### src/rtl/dst_pkg.sv
package dst_pkg;

    localparam int unsigned NUM_RULE_REGS = 4;
    localparam int unsigned NUM_RULES     = 2;
    localparam int unsigned DAYS_PER_WEEK = 7;
    localparam int unsigned MAX_WEEKS     = 5;
    localparam logic [2:0]  LAST_WEEK     = 3'd7;

    typedef struct packed {
        logic [7:0] month;   // bit 7 enable (forward rule only), 4:0 BCD month
        logic [7:0] wkday;   // bit 6 select, 5:3 week, 2:0 weekday
        logic [7:0] date;    // BCD date
        logic [7:0] hour;    // BCD hour, 24-hour
    } dst_rule_t;

    typedef struct packed {
        logic [7:0] month;
        logic [7:0] date;
        logic [2:0] wday;
        logic [7:0] hour;
        logic [7:0] mdays;
    } dst_time_t;

    typedef enum logic [1:0] {
        S_IDLE  = 2'd0,
        S_CHECK = 2'd1,
        S_FWD   = 2'd2,
        S_REV   = 2'd3
    } dst_state_t;

    function automatic logic [7:0] bcd_to_bin(input logic [7:0] b);
        return ({4'd0, b[7:4]} * 8'd10) + {4'd0, b[3:0]};
    endfunction

    function automatic logic [7:0] bcd_inc(input logic [7:0] b);
        if (b[3:0] == 4'd9) return {b[7:4] + 4'd1, 4'd0};
        return {b[7:4], b[3:0] + 4'd1};
    endfunction

    function automatic logic [7:0] bcd_dec(input logic [7:0] b);
        if (b[3:0] == 4'd0) return {b[7:4] - 4'd1, 4'd9};
        return {b[7:4], b[3:0] - 4'd1};
    endfunction

endpackage

### src/rtl/dst_rule_regs.sv
module dst_rule_regs
    import dst_pkg::*;
#(
    parameter int unsigned ADDR_W    = 8,
    parameter int unsigned BASE_ADDR = 'h15
) (
    input  logic              clk,
    input  logic              rst_n,
    input  logic              wr_en,
    input  logic [ADDR_W-1:0] wr_addr,
    input  logic [7:0]        wr_data,
    output dst_rule_t         fwd_rule,
    output dst_rule_t         rev_rule,
    output logic              rules_on,
    output logic              disable_wr
);
    localparam int unsigned NUM_REGS = NUM_RULES * NUM_RULE_REGS;

    logic [NUM_REGS-1:0][7:0] regs_q;

    always_ff @(posedge clk or negedge rst_n) begin
        if (!rst_n) begin
            regs_q <= '0;
        end else if (wr_en) begin
            for (int i = 0; i < NUM_REGS; i++) begin
                if (wr_addr == ADDR_W'(BASE_ADDR + i)) regs_q[i] <= wr_data;
            end
        end
    end

    assign fwd_rule   = '{month: regs_q[0], wkday: regs_q[1], date: regs_q[2], hour: regs_q[3]};
    assign rev_rule   = '{month: regs_q[4], wkday: regs_q[5], date: regs_q[6], hour: regs_q[7]};
    assign rules_on   = regs_q[0][7];
    assign disable_wr = wr_en && (wr_addr == ADDR_W'(BASE_ADDR)) && !wr_data[7];


    enable_follows_write_chk: assert property (@(posedge clk) disable iff (!rst_n)
        (wr_en && wr_addr == ADDR_W'(BASE_ADDR)) |=> (rules_on == $past(wr_data[7])));

endmodule

### src/rtl/dst_rule_match.sv
module dst_rule_match
    import dst_pkg::*;
(
    input  dst_rule_t rule,
    input  dst_time_t now,
    output logic      hit
);
    logic [7:0] date_bin;
    logic [7:0] mdays_bin;
    logic [2:0] week_no;
    logic       last_ok;
    logic       week_ok;
    logic       day_ok;
    logic       use_week;
    logic       unused_bits;

    assign unused_bits = ^{rule.wkday[7], rule.month[7:5]};
    assign use_week    = rule.wkday[6];

    always_comb begin
        date_bin  = bcd_to_bin(now.date);
        mdays_bin = bcd_to_bin(now.mdays);
        week_no   = 3'd1;
        for (int k = 1; k < int'(MAX_WEEKS); k++) begin
            if (date_bin > 8'(k * int'(DAYS_PER_WEEK))) week_no = 3'(k + 1);
        end
        last_ok = ({1'b0, date_bin} + 9'(DAYS_PER_WEEK)) > {1'b0, mdays_bin};
        week_ok = (rule.wkday[5:3] == LAST_WEEK) ? last_ok : (rule.wkday[5:3] == week_no);
        day_ok  = use_week ? (week_ok && (rule.wkday[2:0] == now.wday))
                           : (rule.date == now.date);
        hit     = ({3'd0, rule.month[4:0]} == now.month) && (rule.hour == now.hour) && day_ok;
    end

endmodule

### src/rtl/dst_ctrl.sv
module dst_ctrl
    import dst_pkg::*;
(
    input  logic       clk,
    input  logic       rst_n,
    input  logic       hour_tick,
    input  logic       fwd_hit,
    input  logic       rev_hit,
    input  logic       rules_on,
    input  logic       disable_wr,
    input  logic [7:0] snap_hour,
    output logic       hour_load,
    output logic [7:0] hour_value,
    output logic       dst_flag
);
    dst_state_t state_q, state_d;

    always_comb begin
        state_d = state_q;
        unique case (state_q)
            S_IDLE:  if (hour_tick) state_d = S_CHECK;
            S_CHECK: begin
                if (rules_on && !dst_flag && fwd_hit)     state_d = S_FWD;
                else if (rules_on && dst_flag && rev_hit) state_d = S_REV;
                else                                      state_d = S_IDLE;
            end
            S_FWD:   state_d = S_IDLE;
            S_REV:   state_d = S_IDLE;
            default: state_d = S_IDLE;
        endcase
    end

    always_ff @(posedge clk or negedge rst_n) begin
        if (!rst_n) state_q <= S_IDLE;
        else        state_q <= state_d;
    end

    always_ff @(posedge clk or negedge rst_n) begin
        if (!rst_n)                dst_flag <= 1'b0;
        else if (disable_wr)       dst_flag <= 1'b0;
        else if (state_q == S_FWD) dst_flag <= 1'b1;
        else if (state_q == S_REV) dst_flag <= 1'b0;
    end

    always_comb begin
        hour_load  = 1'b0;
        hour_value = 8'h00;
        unique case (state_q)
            S_FWD: begin
                hour_load  = 1'b1;
                hour_value = bcd_inc(snap_hour);
            end
            S_REV: begin
                hour_load  = 1'b1;
                hour_value = bcd_dec(snap_hour);
            end
            default: ;
        endcase
    end


    load_single_cycle_chk: assert property (@(posedge clk) disable iff (!rst_n)
        hour_load |=> !hour_load);

    fwd_needs_clear_flag_chk: assert property (@(posedge clk) disable iff (!rst_n)
        (state_q == S_FWD) |-> !dst_flag);

    flag_rise_after_fwd_chk: assert property (@(posedge clk) disable iff (!rst_n)
        $rose(dst_flag) |-> $past(state_q == S_FWD));

    flag_fall_after_rev_chk: assert property (@(posedge clk) disable iff (!rst_n)
        $fell(dst_flag) |-> ($past(state_q == S_REV) || $past(disable_wr)));

    check_after_tick_chk: assert property (@(posedge clk) disable iff (!rst_n)
        (state_q == S_CHECK) |-> $past(hour_tick));

endmodule

### src/rtl/dst_adjuster.sv
module dst_adjuster
    import dst_pkg::*;
#(
    parameter int unsigned ADDR_W    = 8,
    parameter int unsigned BASE_ADDR = 'h15
) (
    input  logic              clk,
    input  logic              rst_n,
    input  logic              wr_en,
    input  logic [ADDR_W-1:0] wr_addr,
    input  logic [7:0]        wr_data,
    input  logic              sec_tick,
    input  logic [7:0]        cur_month,
    input  logic [7:0]        cur_date,
    input  logic [2:0]        cur_wday,
    input  logic [7:0]        cur_hour,
    input  logic [7:0]        cur_min,
    input  logic [7:0]        cur_sec,
    input  logic [7:0]        cur_mdays,
    output logic              hour_load,
    output logic [7:0]        hour_value,
    output logic              dst_active
);
    dst_rule_t             fwd_rule, rev_rule;
    dst_rule_t             rules [NUM_RULES];
    logic [NUM_RULES-1:0]  hits;
    logic                  rules_on;
    logic                  disable_wr;
    logic                  hour_tick;
    dst_time_t             snap_q;

    assign hour_tick = sec_tick && (cur_min == 8'h00) && (cur_sec == 8'h00);

    always_ff @(posedge clk or negedge rst_n) begin
        if (!rst_n)         snap_q <= '0;
        else if (hour_tick) snap_q <= '{month: cur_month, date: cur_date, wday: cur_wday,
                                        hour: cur_hour, mdays: cur_mdays};
    end

    dst_rule_regs #(.ADDR_W(ADDR_W), .BASE_ADDR(BASE_ADDR)) u_regs (
        .clk        (clk),
        .rst_n      (rst_n),
        .wr_en      (wr_en),
        .wr_addr    (wr_addr),
        .wr_data    (wr_data),
        .fwd_rule   (fwd_rule),
        .rev_rule   (rev_rule),
        .rules_on   (rules_on),
        .disable_wr (disable_wr)
    );

    assign rules[0] = fwd_rule;
    assign rules[1] = rev_rule;

    for (genvar gi = 0; gi < int'(NUM_RULES); gi++) begin : g_match
        dst_rule_match u_match (
            .rule (rules[gi]),
            .now  (snap_q),
            .hit  (hits[gi])
        );
    end

    dst_ctrl u_ctrl (
        .clk        (clk),
        .rst_n      (rst_n),
        .hour_tick  (hour_tick),
        .fwd_hit    (hits[0]),
        .rev_hit    (hits[1]),
        .rules_on   (rules_on),
        .disable_wr (disable_wr),
        .snap_hour  (snap_q.hour),
        .hour_load  (hour_load),
        .hour_value (hour_value),
        .dst_flag   (dst_active)
    );


    disable_clears_flag_chk: assert property (@(posedge clk) disable iff (!rst_n)
        (wr_en && wr_addr == ADDR_W'(BASE_ADDR) && !wr_data[7]) |=> !dst_active);

endmodule

### config.mk
export PLATFORM = sky130hd
export DESIGN_NAME = dst_adjuster
export DESIGN_NICKNAME = d
export VERILOG_FILES = /design/src/rtl/dst_pkg.sv /design/src/rtl/dst_rule_regs.sv /design/src/rtl/dst_rule_match.sv /design/src/rtl/dst_ctrl.sv /design/src/rtl/dst_adjuster.sv
export SDC_FILE = /design/constraint.sdc
export NUM_CORES = 1
export LEC_CHECK = 0
export CORE_MARGIN = 5
export CORE_UTILIZATION = 58
export DETAILED_ROUTE_END_ITERATION = 16
export DONT_BUFFER_PORTS = 1
export GPL_TIMING_DRIVEN = 0
export PLACE_DENSITY = 0.73
export SYNTH_ARGS = -nofsm -noshare
export SYNTH_HDL_FRONTEND = slang
export SYNTH_SLANG_ARGS = --single-unit
export TNS_END_PERCENT = 100
### constraint.sdc
create_clock -name clk -period 4.06 [get_ports clk]
set_clock_uncertainty 0.2 [all_clocks]
set_input_delay 0.203 -clock clk [delete_from_list [all_inputs] [get_ports clk]]
set_output_delay 0.203 -clock clk [all_outputs]
set_load 0.05 [all_outputs]
==> results by group, run 1 <==
Global route
  • Vias in the first global route: 4,467
  • First-pass GRT wire length: 21,800 microns
  • Overall Global Routing Usage: 23.8%
  • Initial antenna violation count: 0
  • Total global routing overflow: 0
  • Pin count of the biggest net entering global routing: 96

CTS
  • CTS Buf Count: 9
  • H-tree depth: 3
  • Clock Path Buffers: 2
  • Clk root buf: clkbuf_8
  • Reg clk slew, reported paths: 0.09 ns
  • Sink Count: 95
  • Latest clock arrival within the worst-skew pair: approximately 0.38 ns
  • CTS tree: done

Die
  • Num ports: 81
  • Die height: 110 microns
  • Initial Utilization: about three fifths
  • Cell row count: 36
  • Core ar.: 9730 sq um
  • Die area: 12,000 sq um
  • Die W: 110 microns

Routing
  • Routed Antenna Nets: 0
  • Wire length per cell: approximately 19 microns
  • Via density: 5.81
  • DRT Pass-1 Iters: 4
  • Iter 0 DRT Violations: 178
  • WL final: 13,500 microns
  • Drt drc: 0
  • DR vias: 4,226

Final layout
  • Commonest non-fill, non-tap cells in the layout: dfrtp_1 (91), mux2_2 (63), dlygate4sd3_1 (48)
  • Diode count: 0
  • Layout cells sized above 1: 23.6%
  • P&R area growth vs syn: 20.0%
  • Fin cells: 727
  • Commonest non-fill, non-tap cell in the layout: dfrtp_1
  • Post-layout nets: 695
  • Layout fillers: 711

Hold path
  • Worst hold path cell count: 3
  • Hold path startpoint: wr_addr[2]
  • Hold Path Class: in2reg
  • Hold endpoint: u_regs.rev_rule[7]

Setup path
  • Worst R2R Start: snap_q[24]
  • Crit start category: flop
  • Crit path max fanout: 5
  • Required time of the critical path: 4.11 ns
  • Crit. End Element: flop
  • Critical Path AT: roughly 4.0 ns
  • Launch point of the worst path: snap_q[24]
  • Depth of the most critical reg-to-reg path: 17
  • Crit Path Class: reg2reg
  • Reg-to-reg slack, setup: 0.14 ns
  • FF-to-FF End: u_ctrl.state_q[1]

Synth
  • Share of the yosys chip area belonging to registers: 41.4%
  • Top flip-flop cell by instance count after synthesis: dfrtp_1
  • Post-synthesis register bit count: 95
  • Avg Inst Size Synth: 11.1 sq um
  • Area leader, netlist: dfrtp_1
  • Syn Nets: 621
  • Post-synthesis async set-or-reset flop share: 100%
  • Mapped Cells: about 520
  • Yosys top cell area share: 41.4%
  • Synth Cell Area: 5750 sq um
  • Synth warn: 0
  • EDFF count, synth: 0
  • Count of cell types in the netlist: 64
  • Synth area leaders: dfrtp_1 (41%), mux2_2 (12%), ha_1 (6.5%)

Power
  • Final Power: 1.76 mW
  • PwrDens: 255 nW/um^2
  • Worst VDD drop: 186 uV
  • P_leak: 3.14 nW

Outcome
  • Status: finished clean

Timing
  • Worst slew margin: 16.8%
  • Fin crit period: 3.92 ns
  • RSZ-0062 raised after global routing: yes
  • F_max: 0.255 GHz
  • Final setup viols: 0
  • Worst-Margin Slew: 1.24 ns
  • Max Transition Viols Final: 0
  • Hold Vio Cnt, Final: 0
  • Final cycle utilization of the critical path: 96.5%

Place
  • Buffers on Ports: 0
  • Post-DP HPWL: 9420 microns
  • Placed cells: 649
  • Final GP Congestion: 0.857

Run
  • Max-cap violations: 0
==> kinds of logic after synthesis <==
family | count (synthesis) | share of synthesized area (%)
AND/OR/NAND/NOR | 128 | 13.0
flip-flops | 95 | 41.4
multiplexers | 83 | 16.3
AO/OA/AOI/OAI | 69 | 7.79
XOR/XNOR | 68 | 10.9
buffers and inverters | 39 | 2.70
adder cells (fa/ha/maj) | 34 | 7.92
==> sequential cells by signal, indices dropped and copies added, names as in the netlist <==
| name | flops |
|---|---|
| u_ctrl.dst_flag | 1 |
| u_ctrl.state_q | 2 |
| u_regs.fwd_rule | 29 |
| u_regs.rev_rule | 28 |
| snap_q | 35 |
==> where the power goes <==
group / internal [mW] / total, mW / leakage (nW) / switching (mW)
sequential: 0.973 / 0.996 / 1.26 / 0.0230
clock: 0.283 / 0.624 / 0.0888 / 0.341
combinational: 0.0756 / 0.135 / 1.79 / 0.0598
total: 1.33 / 1.76 / 3.14 / 0.424
==> routing by layer <==
| layer | up-vias | GRT usage [%] | share of wire, % |
|---|---|---|---|
| met2 | 95 | 39.8 | 50 |
| met5 | - | 0 | 0 |
| met4 | 0 | 9.88 | 2.8 |
| met3 | 32 | 5.17 | 4.0 |
| met1 | 2112 | 30.0 | 43 |
| li1 | 1987 | - | - |
==> how the worst max path moves through the flow <==
| stage | endpoint | slack, ns | cells past startpoint |
|---|---|---|---|
| floorplan | u_ctrl.state_q[1] | 0.04 | 17 |
| global placement | u_ctrl.state_q[1] | -0.38 | 17 |
| detailed placement | u_ctrl.state_q[1] | -0.45 | 17 |
| CTS | u_ctrl.state_q[1] | 0.02 | 17 |
| global route | u_ctrl.state_q[1] | -0.03 | 15 |
| finish | u_ctrl.state_q[1] | 0.14 | 17 |
==> area by class of cell <==
class	instances	area, sq um	area share (%)
multi-input combinational	382	3390	49.2
buffer	16	68.8	0.998
inverter	23	86.3	1.25
clock buffer	10	128	1.85
clock inverter	5	58.8	0.853
tap	133	166	2.41
sequential	95	2380	34.5
timing repair buffer	63	613	8.89
==> stage by stage <==
step                      area [sq um]  util (%)  hold WS, ns  setup slack, ns  TNS, ns
after CTS                         6740      69.2       0.0806           0.0169        0
after global routing              6900      70.9        0.100          -0.0310  -0.0310
after detailed placement          5920      60.8       -0.288           -0.454   -0.859
final                             6900      70.9        0.102            0.142        0
after floorplan                   5750         -       -0.293           0.0434        0
after global placement            5910      60.8       -0.287           -0.376   -0.700
==> synthesized netlist by cell type (all sizes together) (2+ instances only) <==
library cell  count
nand4            10
mux2             83
nand2            30
nor4              9
nor4bb            2
o211ai            2
a21o              3
and2              4
nand3             6
clkbuf           14
nor3b             4
nor2b             7
nor2             20
o31ai             3
nor3              7
fa                4
xnor2            43
inv              23
nor4b             7
xor2             25
a311oi            3
a21oi            17
dfrtp            95
a221oi            2
buf               2
o21ai            19
o221ai            2
a211oi            2
ha               30
or2               3
nand2b            6
or3               5
a31oi             7
nand3b            4
==> timing repair <==
| item | 4_1_cts | 5_1_grt |
|---|---|---|
| endpoints found under the hold margin | 189 | 0 |
| hold buffers | 49 | 0 |
| setup buffers | 8 | 6 |
| pin swaps | 12 | 14 |
| gates resized for setup | 17 | 25 |
| setup endpoints to repair | 2 | 2 |
==> critical path, stage by stage, from the launching register on <==
cell,delay [ns]
dfrtp_2,0.42
buf_4,0.17
ha_1,0.33
a211oi_4,0.32
nor2_4,0.07
xnor2_2,0.17
buf_4,0.16
xor2_1,0.17
ha_1,0.27
buf_4,0.15
o211ai_1,0.08
a21oi_1,0.07
o221ai_2,0.17
a221oi_2,0.10
or2_1,0.24
a311o_1,0.35
a31oi_2,0.23
o311ai_2,0.13
Power figures use the tool's default switching activity.
==> run 2: changes to the inputs <==
--- a/config.mk
+++ b/config.mk
@@ -5,13 +5,14 @@
 export SDC_FILE = /design/constraint.sdc
 export NUM_CORES = 1
 export LEC_CHECK = 0
-export CORE_MARGIN = 5
-export CORE_UTILIZATION = 58
+export CORE_MARGIN = 4
+export CORE_UTILIZATION = 70
 export DETAILED_ROUTE_END_ITERATION = 16
 export DONT_BUFFER_PORTS = 1
 export GPL_TIMING_DRIVEN = 0
-export PLACE_DENSITY = 0.73
+export PLACE_DENSITY = 0.83
 export SYNTH_ARGS = -nofsm -noshare
 export SYNTH_HDL_FRONTEND = slang
+export SYNTH_HIERARCHICAL = 1
 export SYNTH_SLANG_ARGS = --single-unit
 export TNS_END_PERCENT = 100
==> constraint.sdc (replaced) <==
create_clock -name clk -period 4.8 [get_ports clk]
set_clock_uncertainty 0.2 [all_clocks]
set_input_delay 0.24 -clock clk [delete_from_list [all_inputs] [get_ports clk]]
set_output_delay 0.24 -clock clk [all_outputs]
set_load 0.05 [all_outputs]
==> results by group, run 2 <==
Outcome
  • Status: finished clean

Timing
  • F_max: 0.219 GHz (-14%)
  • Max Transition Viols Final: 0 (unchanged)
  • Final cycle utilization of the critical path: 95.0% (-1.5 points)
  • Worst slew margin: 22.9% (+6.1 points)
  • Worst-Margin Slew: 1.12 ns (-0.118 ns)
  • Fin crit period: 4.56 ns (+0.640 ns)
  • RSZ-0062 raised after global routing: no
  • Final setup viols: 0 (unchanged)
  • Hold Vio Cnt, Final: 0 (unchanged)
  • Final worst slack: 0.241 ns (+0.0999 ns)

Synth
  • Avg Inst Size Synth: 10.9 sq um (-2.4%)
  • Syn Nets: 768 (+24%)
  • Synth warn: 6 (+6)
  • Synth Cell Area: 6890 sq um (+20%)
  • Mapped Cells: 633 (+23%)

Place
  • Final GP Congestion: 0.864 (+0.80%)
  • Post-DP HPWL: 11,700 microns (+24%)
  • Buffers on Ports: 0 (unchanged)
  • Pre-CTS WS: -0.294 ns (+0.161 ns)

Final layout
  • Largest register FFs: 35 (unchanged)
  • P&R area growth vs syn: 13.2%
  • Layout fillers: 547 (-23%)
  • Largest reg by FF count: snap_q
  • Post-layout nets: 826 (+19%)
  • Commonest non-fill, non-tap cells in the layout: dfrtp_1 (91), mux2_2 (88), ha_1 (56)
  • Diode count: 0 (unchanged)
  • Commonest non-fill, non-tap cell in the layout: dfrtp_1
  • Layout cells sized above 1: 21.8% (-1.7 points)

Setup path
  • Required time of the critical path: 4.86 ns (+0.75 ns)
  • Reg-to-reg slack, setup: 0.24 ns (+0.10 ns)
  • Bufs and invs on worst path: 1 (-2)
  • Critical Path Most Common Cell: ha_1
  • Slowest cell delay on critical path: 0.54 ns (+0.12 ns)
  • CP top delay family: adder cells
  • Worst-path cell chain: ha_1, ha_1, inv_1, fa_2, nand2b_4, or4_4, nand3_4, xor2_1, ha_1, a2111oi_4, o221ai_1, o311a_1, o311ai_2, o31ai_2, mux2i_1, nor3_1
  • Crit. End Element: flop
  • Critical Path AT: 4.62 ns (+0.65 ns)
  • Crit start category: flop
  • Crit path max fanout: 6 (+1)
  • Crit Path Class: reg2reg
  • Slowest stage cell, crit path: or4_4

Die
  • Die area: 11,500 sq um (-4.3%)
  • Die height: 107 microns (-2.2%)
  • Core ar.: 9420 sq um (-3.2%)
  • Initial Utilization: 73.1% (+14 points)
  • Num ports: 81 (unchanged)
  • Cell row count: 35 (-2.8%)
  • Die W: 107 microns (-2.2%)

Power
  • Final Power: 1.54 mW (-12%)
  • PwrDens: 198 nW/um^2 (-22%)
  • Worst VDD drop: 214 uV (+15%)
  • P_leak: 3.74 nW (+19%)

Routing
  • Via density: 6.42 (+10%)
  • Iter 0 DRT Violations: 390 (+120%)
  • Wire length per cell: 20.6 microns (+11%)
  • DRT Pass-1 Iters: 4 (unchanged)
  • WL final: 17,000 microns (+26%)
  • Drt drc: 0 (unchanged)
  • Routed Antenna Nets: 0 (unchanged)
  • DR vias: 5,296 (+25%)

CTS
  • Sink Count: 95 (unchanged)
  • Clk root buf: clkbuf_8
  • Clock Path Buffers: 2 (unchanged)
  • Latest clock arrival within the worst-skew pair: 0.38 ns (about the same)
  • H-tree depth: 3 (unchanged)
  • CTS tree: done
  • CTS Buf Count: 9 (unchanged)
  • Reg clk slew, reported paths: 0.10 ns (about the same)

Global route
  • First-pass GRT wire length: 27,600 microns (+26%)
  • Vias in the first global route: 5,549 (+24%)
  • Total global routing overflow: 0 (unchanged)
  • Pin count of the biggest net entering global routing: 96 (unchanged)
  • Overall Global Routing Usage: 30.4% (+6.6 points)
  • Initial antenna violation count: 0 (unchanged)

Hold path
  • Hold Path Class: in2reg

Run
  • Max-cap violations: 0 (unchanged)
==> run 2: layer usage <==
| layer | global-route usage (%) | wire length, microns | vias to the layer above |
|---|---|---|---|
| li1 | - | - | 2442 |
| met1 | 39.5 | 6950 | 2610 |
| met2 | 53.1 | 8470 | 199 |
| met3 | 4.21 | 1200 | 45 |
| met4 | 8.68 | 405 | 0 |
| met5 | 0 | 0 | - |
==> run 2: cell type report <==
| cell class | instances | area (sq um) | share of cell area [%] |
|---|---|---|---|
| flip-flops and latches | 95 | 2380 | 30.6 |
| well taps | 129 | 161 | 2.07 |
| repair buffers | 47 | 483 | 6.20 |
| clock inverters | 7 | 72.6 | 0.931 |
| multi-input cells | 494 | 4370 | 56.1 |
| plain buffers | 11 | 76.3 | 0.979 |
| inverters | 33 | 124 | 1.59 |
| clock buffers | 9 | 124 | 1.59 |
==> run 2: metrics by stage <==
stage | TNS (ns) | utilization, % | instance area, sq um | hold WS (ns) | cells
floorplan | 0 | - | 6890 | -0.256 | 633
global placement | -0.261 | 74.8 | 7050 | -0.253 | 762
detailed placement | -0.553 | 74.8 | 7050 | -0.253 | 762
CTS | 0 | 82.2 | 7740 | 0.0107 | 825
global route | 0 | 82.8 | 7790 | 0.0343 | 825
finish | 0 | 82.8 | 7790 | 0.0203 | 825
==> run 2: what timing repair did <==
| item | 4_1_cts | 5_1_grt |
|---|---|---|
| endpoints found under the setup margin | 2 | 2 |
| buffers inserted | 2 | 0 |
| gates resized for setup | 6 | 9 |
| hold endpoints to repair | 188 | 0 |
| hold buffers | 45 | 0 |
| pin swaps | 0 | 0 |
==> run 2: worst min-delay path, stage by stage <==
cell and delay (ns):
or3_1 0.14, nor3_1 0.07, nand2b_1 0.07, a21oi_1 0.06
==> run 2: path summary, 6_finish.rpt <==
| check | end | depth (start not counted) | from |
|---|---|---|---|
| setup / recovery | u_ctrl/state_q[1] | 16 | snap_q[26] |
| hold / removal | u_ctrl/state_q[0] | 4 | cur_min[3] |
| setup reg to reg | u_ctrl/state_q[1] | 16 | snap_q[26] |
| hold reg to reg | u_regs/fwd_rule[1] | 1 | u_regs/fwd_rule[1] |
| max in group asynchronous | snap_q[26] | 2 | rst_n |
| min in group asynchronous | snap_q[8] | 2 | rst_n |
==> run 2: power breakdown <==
part | switching [mW] | internal (mW) | leakage (nW) | total (mW)
clock network | 0.331 | 0.206 | 0.0974 | 0.537
logic | 0.0801 | 0.0780 | 2.33 | 0.158
registers | 0.0217 | 0.823 | 1.31 | 0.845
total | 0.433 | 1.11 | 3.74 | 1.54
==> run 3: changes to the inputs <==
--- a/config.mk
+++ b/config.mk
@@ -5,7 +5,6 @@
 export SDC_FILE = /design/constraint.sdc
 export NUM_CORES = 1
 export LEC_CHECK = 0
-export CORE_MARGIN = 4
 export CORE_UTILIZATION = 70
 export DETAILED_ROUTE_END_ITERATION = 16
 export DONT_BUFFER_PORTS = 1
==> results by group, run 3 (same netlist as run 2, synthesis figures left out) <==
Timing
  • F_max: 0.217 GHz (-1.3%)
  • Final worst slack: 0.183 ns (-0.0588 ns)
  • Final setup viols: 0 (unchanged)
  • Max Transition Viols Final: 0 (unchanged)
  • Fin crit period: 4.62 ns (+0.0588 ns)
  • Hold Vio Cnt, Final: 0 (unchanged)
  • Worst-Margin Slew: 1.15 ns (+0.0247 ns)
  • Final cycle utilization of the critical path: 96.2% (+1.2 points)
  • RSZ-0062 raised after global routing: no
  • Worst slew margin: 21.2% (-1.7 points)

Routing
  • Iter 0 DRT Violations: 237 (-39%)
  • WL final: 16,800 microns (-1.2%)
  • Drt drc: 0 (unchanged)
  • Routed Antenna Nets: 0 (unchanged)
  • DR vias: 5,257 (-0.74%)
  • DRT Pass-1 Iters: 5 (+1)
  • Wire length per cell: 20.4 microns (-1.2%)
  • Via density: 6.37 (-0.74%)

Global route
  • Overall Global Routing Usage: 34.1% (+3.6 points)
  • Total global routing overflow: 0 (unchanged)
  • Pin count of the biggest net entering global routing: 96 (unchanged)
  • First-pass GRT wire length: 26,200 microns (-4.9%)
  • Vias in the first global route: 5,297 (-4.5%)
  • Initial antenna violation count: 0 (unchanged)

Final layout
  • Largest register FFs: 35 (unchanged)
  • Fin cells: 825 (unchanged)
  • Commonest non-fill, non-tap cells in the layout: dfrtp_1 (91), mux2_2 (88), ha_1 (56)
  • Layout cells sized above 1: 21.7% (-0.14 points)
  • P&R area growth vs syn: 12.9%
  • Commonest non-fill, non-tap cell in the layout: dfrtp_1
  • Post-layout nets: 826 (unchanged)
  • Largest reg by FF count: snap_q
  • Diode count: 0 (unchanged)
  • Final core utilization: 83.0% (+0.17 points)

CTS
  • CTS Buf Count: 9 (unchanged)
  • Clk root buf: clkbuf_8
  • Reg clk slew, reported paths: 0.10 ns (about the same)
  • Sink Count: 95 (unchanged)
  • CTS tree: done
  • H-tree depth: 3 (unchanged)
  • Latest clock arrival within the worst-skew pair: 0.37 ns (about the same)
  • Clock Path Buffers: 2 (unchanged)

Setup path
  • Crit start category: flop
  • Slowest cell delay on critical path: 0.51 ns (-0.03 ns)
  • Critical Path Most Common Cell: ha_1
  • Crit Path Class: reg2reg
  • Crit. End Element: flop
  • Required time of the critical path: 4.84 ns (-0.02 ns)
  • Critical Path AT: 4.66 ns (+0.04 ns)
  • Crit path max fanout: 9 (+3)
  • Slowest stage cell, crit path: dfrtp_2
  • Worst-path cell chain: ha_1, ha_1, or2_4, and3_4, or3_4, nor4b_2, xor2_1, ha_1, a2111oi_2, o221ai_1, o311a_1, o311ai_2, o31ai_2, mux2i_1, nor3_1

Die
  • Core ar.: 9370 sq um (-0.47%)
  • Die height: 101 microns (-5.6%)
  • Die area: 10,200 sq um (-11%)
  • Cell row count: 35 (unchanged)
  • Initial Utilization: 73.5% (+0.34 points)
  • Num ports: 81 (unchanged)
  • Die W: 101 microns (-5.6%)

Place
  • Final GP Congestion: 0.866 (+0.19%)
  • Pre-CTS WS: -0.384 ns (-0.0900 ns)
  • Buffers on Ports: 0 (unchanged)
  • Placed cells: 762 (unchanged)
  • Post-DP HPWL: 11,200 microns (-4.7%)

Power
  • Clock network fraction of total power: 34.2% (-0.7 points)
  • Psw: 0.406 mW (-6.3%)
  • Sw frac: 26.5% (-1.6 points)
  • Worst VDD drop: 224 uV (+4.5%)
  • P_leak: 3.73 nW (about the same)
  • Final Power: 1.53 mW (-0.57%)
  • Cell internal pwr: 1.13 mW (+1.7%)
  • Logic gate share of total power: 10.6% (+0.3 points)
  • PwrDens: 197 nW/um^2 (-0.31%)
  • Flop pwr share: 55.2% (+0.3 points)

Hold path
  • Hold Path Class: in2reg

Outcome
  • Status: finished clean

Run
  • Max-cap violations: 0 (unchanged)
-- run 3: cell count changes in the layout (fill, tap and decap cells not counted), sizes merged --
cell | previous run | this run
clkbuf | 11 | 14
inv | 38 | 36
clkinvlp | 1 | 0
-- run 3: worst paths after layout --
check,startpoint,end,slack (ns),cells past startpoint
max,snap_q[25],u_ctrl/state_q[1],0.18,15
min,cur_min[0],u_ctrl/state_q[0],0.04,5
max reg2reg,snap_q[25],u_ctrl/state_q[1],0.18,15
min reg2reg,u_regs/fwd_rule[7],u_regs/fwd_rule[7],0.33,1
max in group asynchronous,rst_n,snap_q[26],3.74,2
min in group asynchronous,rst_n,snap_q[13],0.26,2
-- run 3: power groups by stage --
stage          clock network [mW]  registers [mW]  logic (mW)
2_1_floorplan                   0           0.854      0.0762
3_3_place_gp                    0           0.857      0.0928
3_5_place_dp                    0           0.859      0.0975
4_1_cts                     0.528           0.843       0.155
5_1_grt                     0.558           0.847       0.172
6_report                    0.524           0.845       0.162
-- run 3: critical path: cells and delay by family, from the launching register on --
family | cells | cell delay (ns)
AND/OR/NAND/NOR | 5 | 1.23
AO/OA/AOI/OAI | 5 | 1.21
XOR/XNOR | 1 | 0.20
adder cells (fa/ha/maj) | 3 | 0.96
flip-flops | 1 | 0.51
multiplexers | 1 | 0.18
-- run 3: per-stage QoR --
stage | setup TNS [ns] | hold slack (ns) | area (sq um)
2_1_floorplan | 0 | -0.256 | 6890
3_3_place_gp | -0.321 | -0.254 | 7050
3_5_place_dp | -0.733 | -0.252 | 7050
4_1_cts | 0 | 0.0299 | 7740
5_1_grt | 0 | 0.0751 | 7770
6_report | 0 | 0.0420 | 7770
-- run 3: routing by layer --
layer  up-vias  share of wire (%)  track usage [%]
met1      2570                 41             41.4
met2       206                 51             60.3
met4         0                2.2             11.4
met5         -                  0                0
li1       2445                  -                -
met3        36                6.2             7.18
-- run 3: repair_timing --
item	4_1_cts	5_1_grt
endpoints found under the setup margin	2	2
hold buffers	45	0
resized for setup	8	6
hold endpoints to repair	188	0
setup buffers	2	0
-- run 3: area by class of cell --
cell class	instances	area (sq um)
buffer	11	76.3
clock buffer	12	155
clock inverter	4	33.8
fill	536	1600
inverter	33	124
multi-input combinational	494	4360
sequential	95	2380
tap	129	161
timing repair buffer	47	483
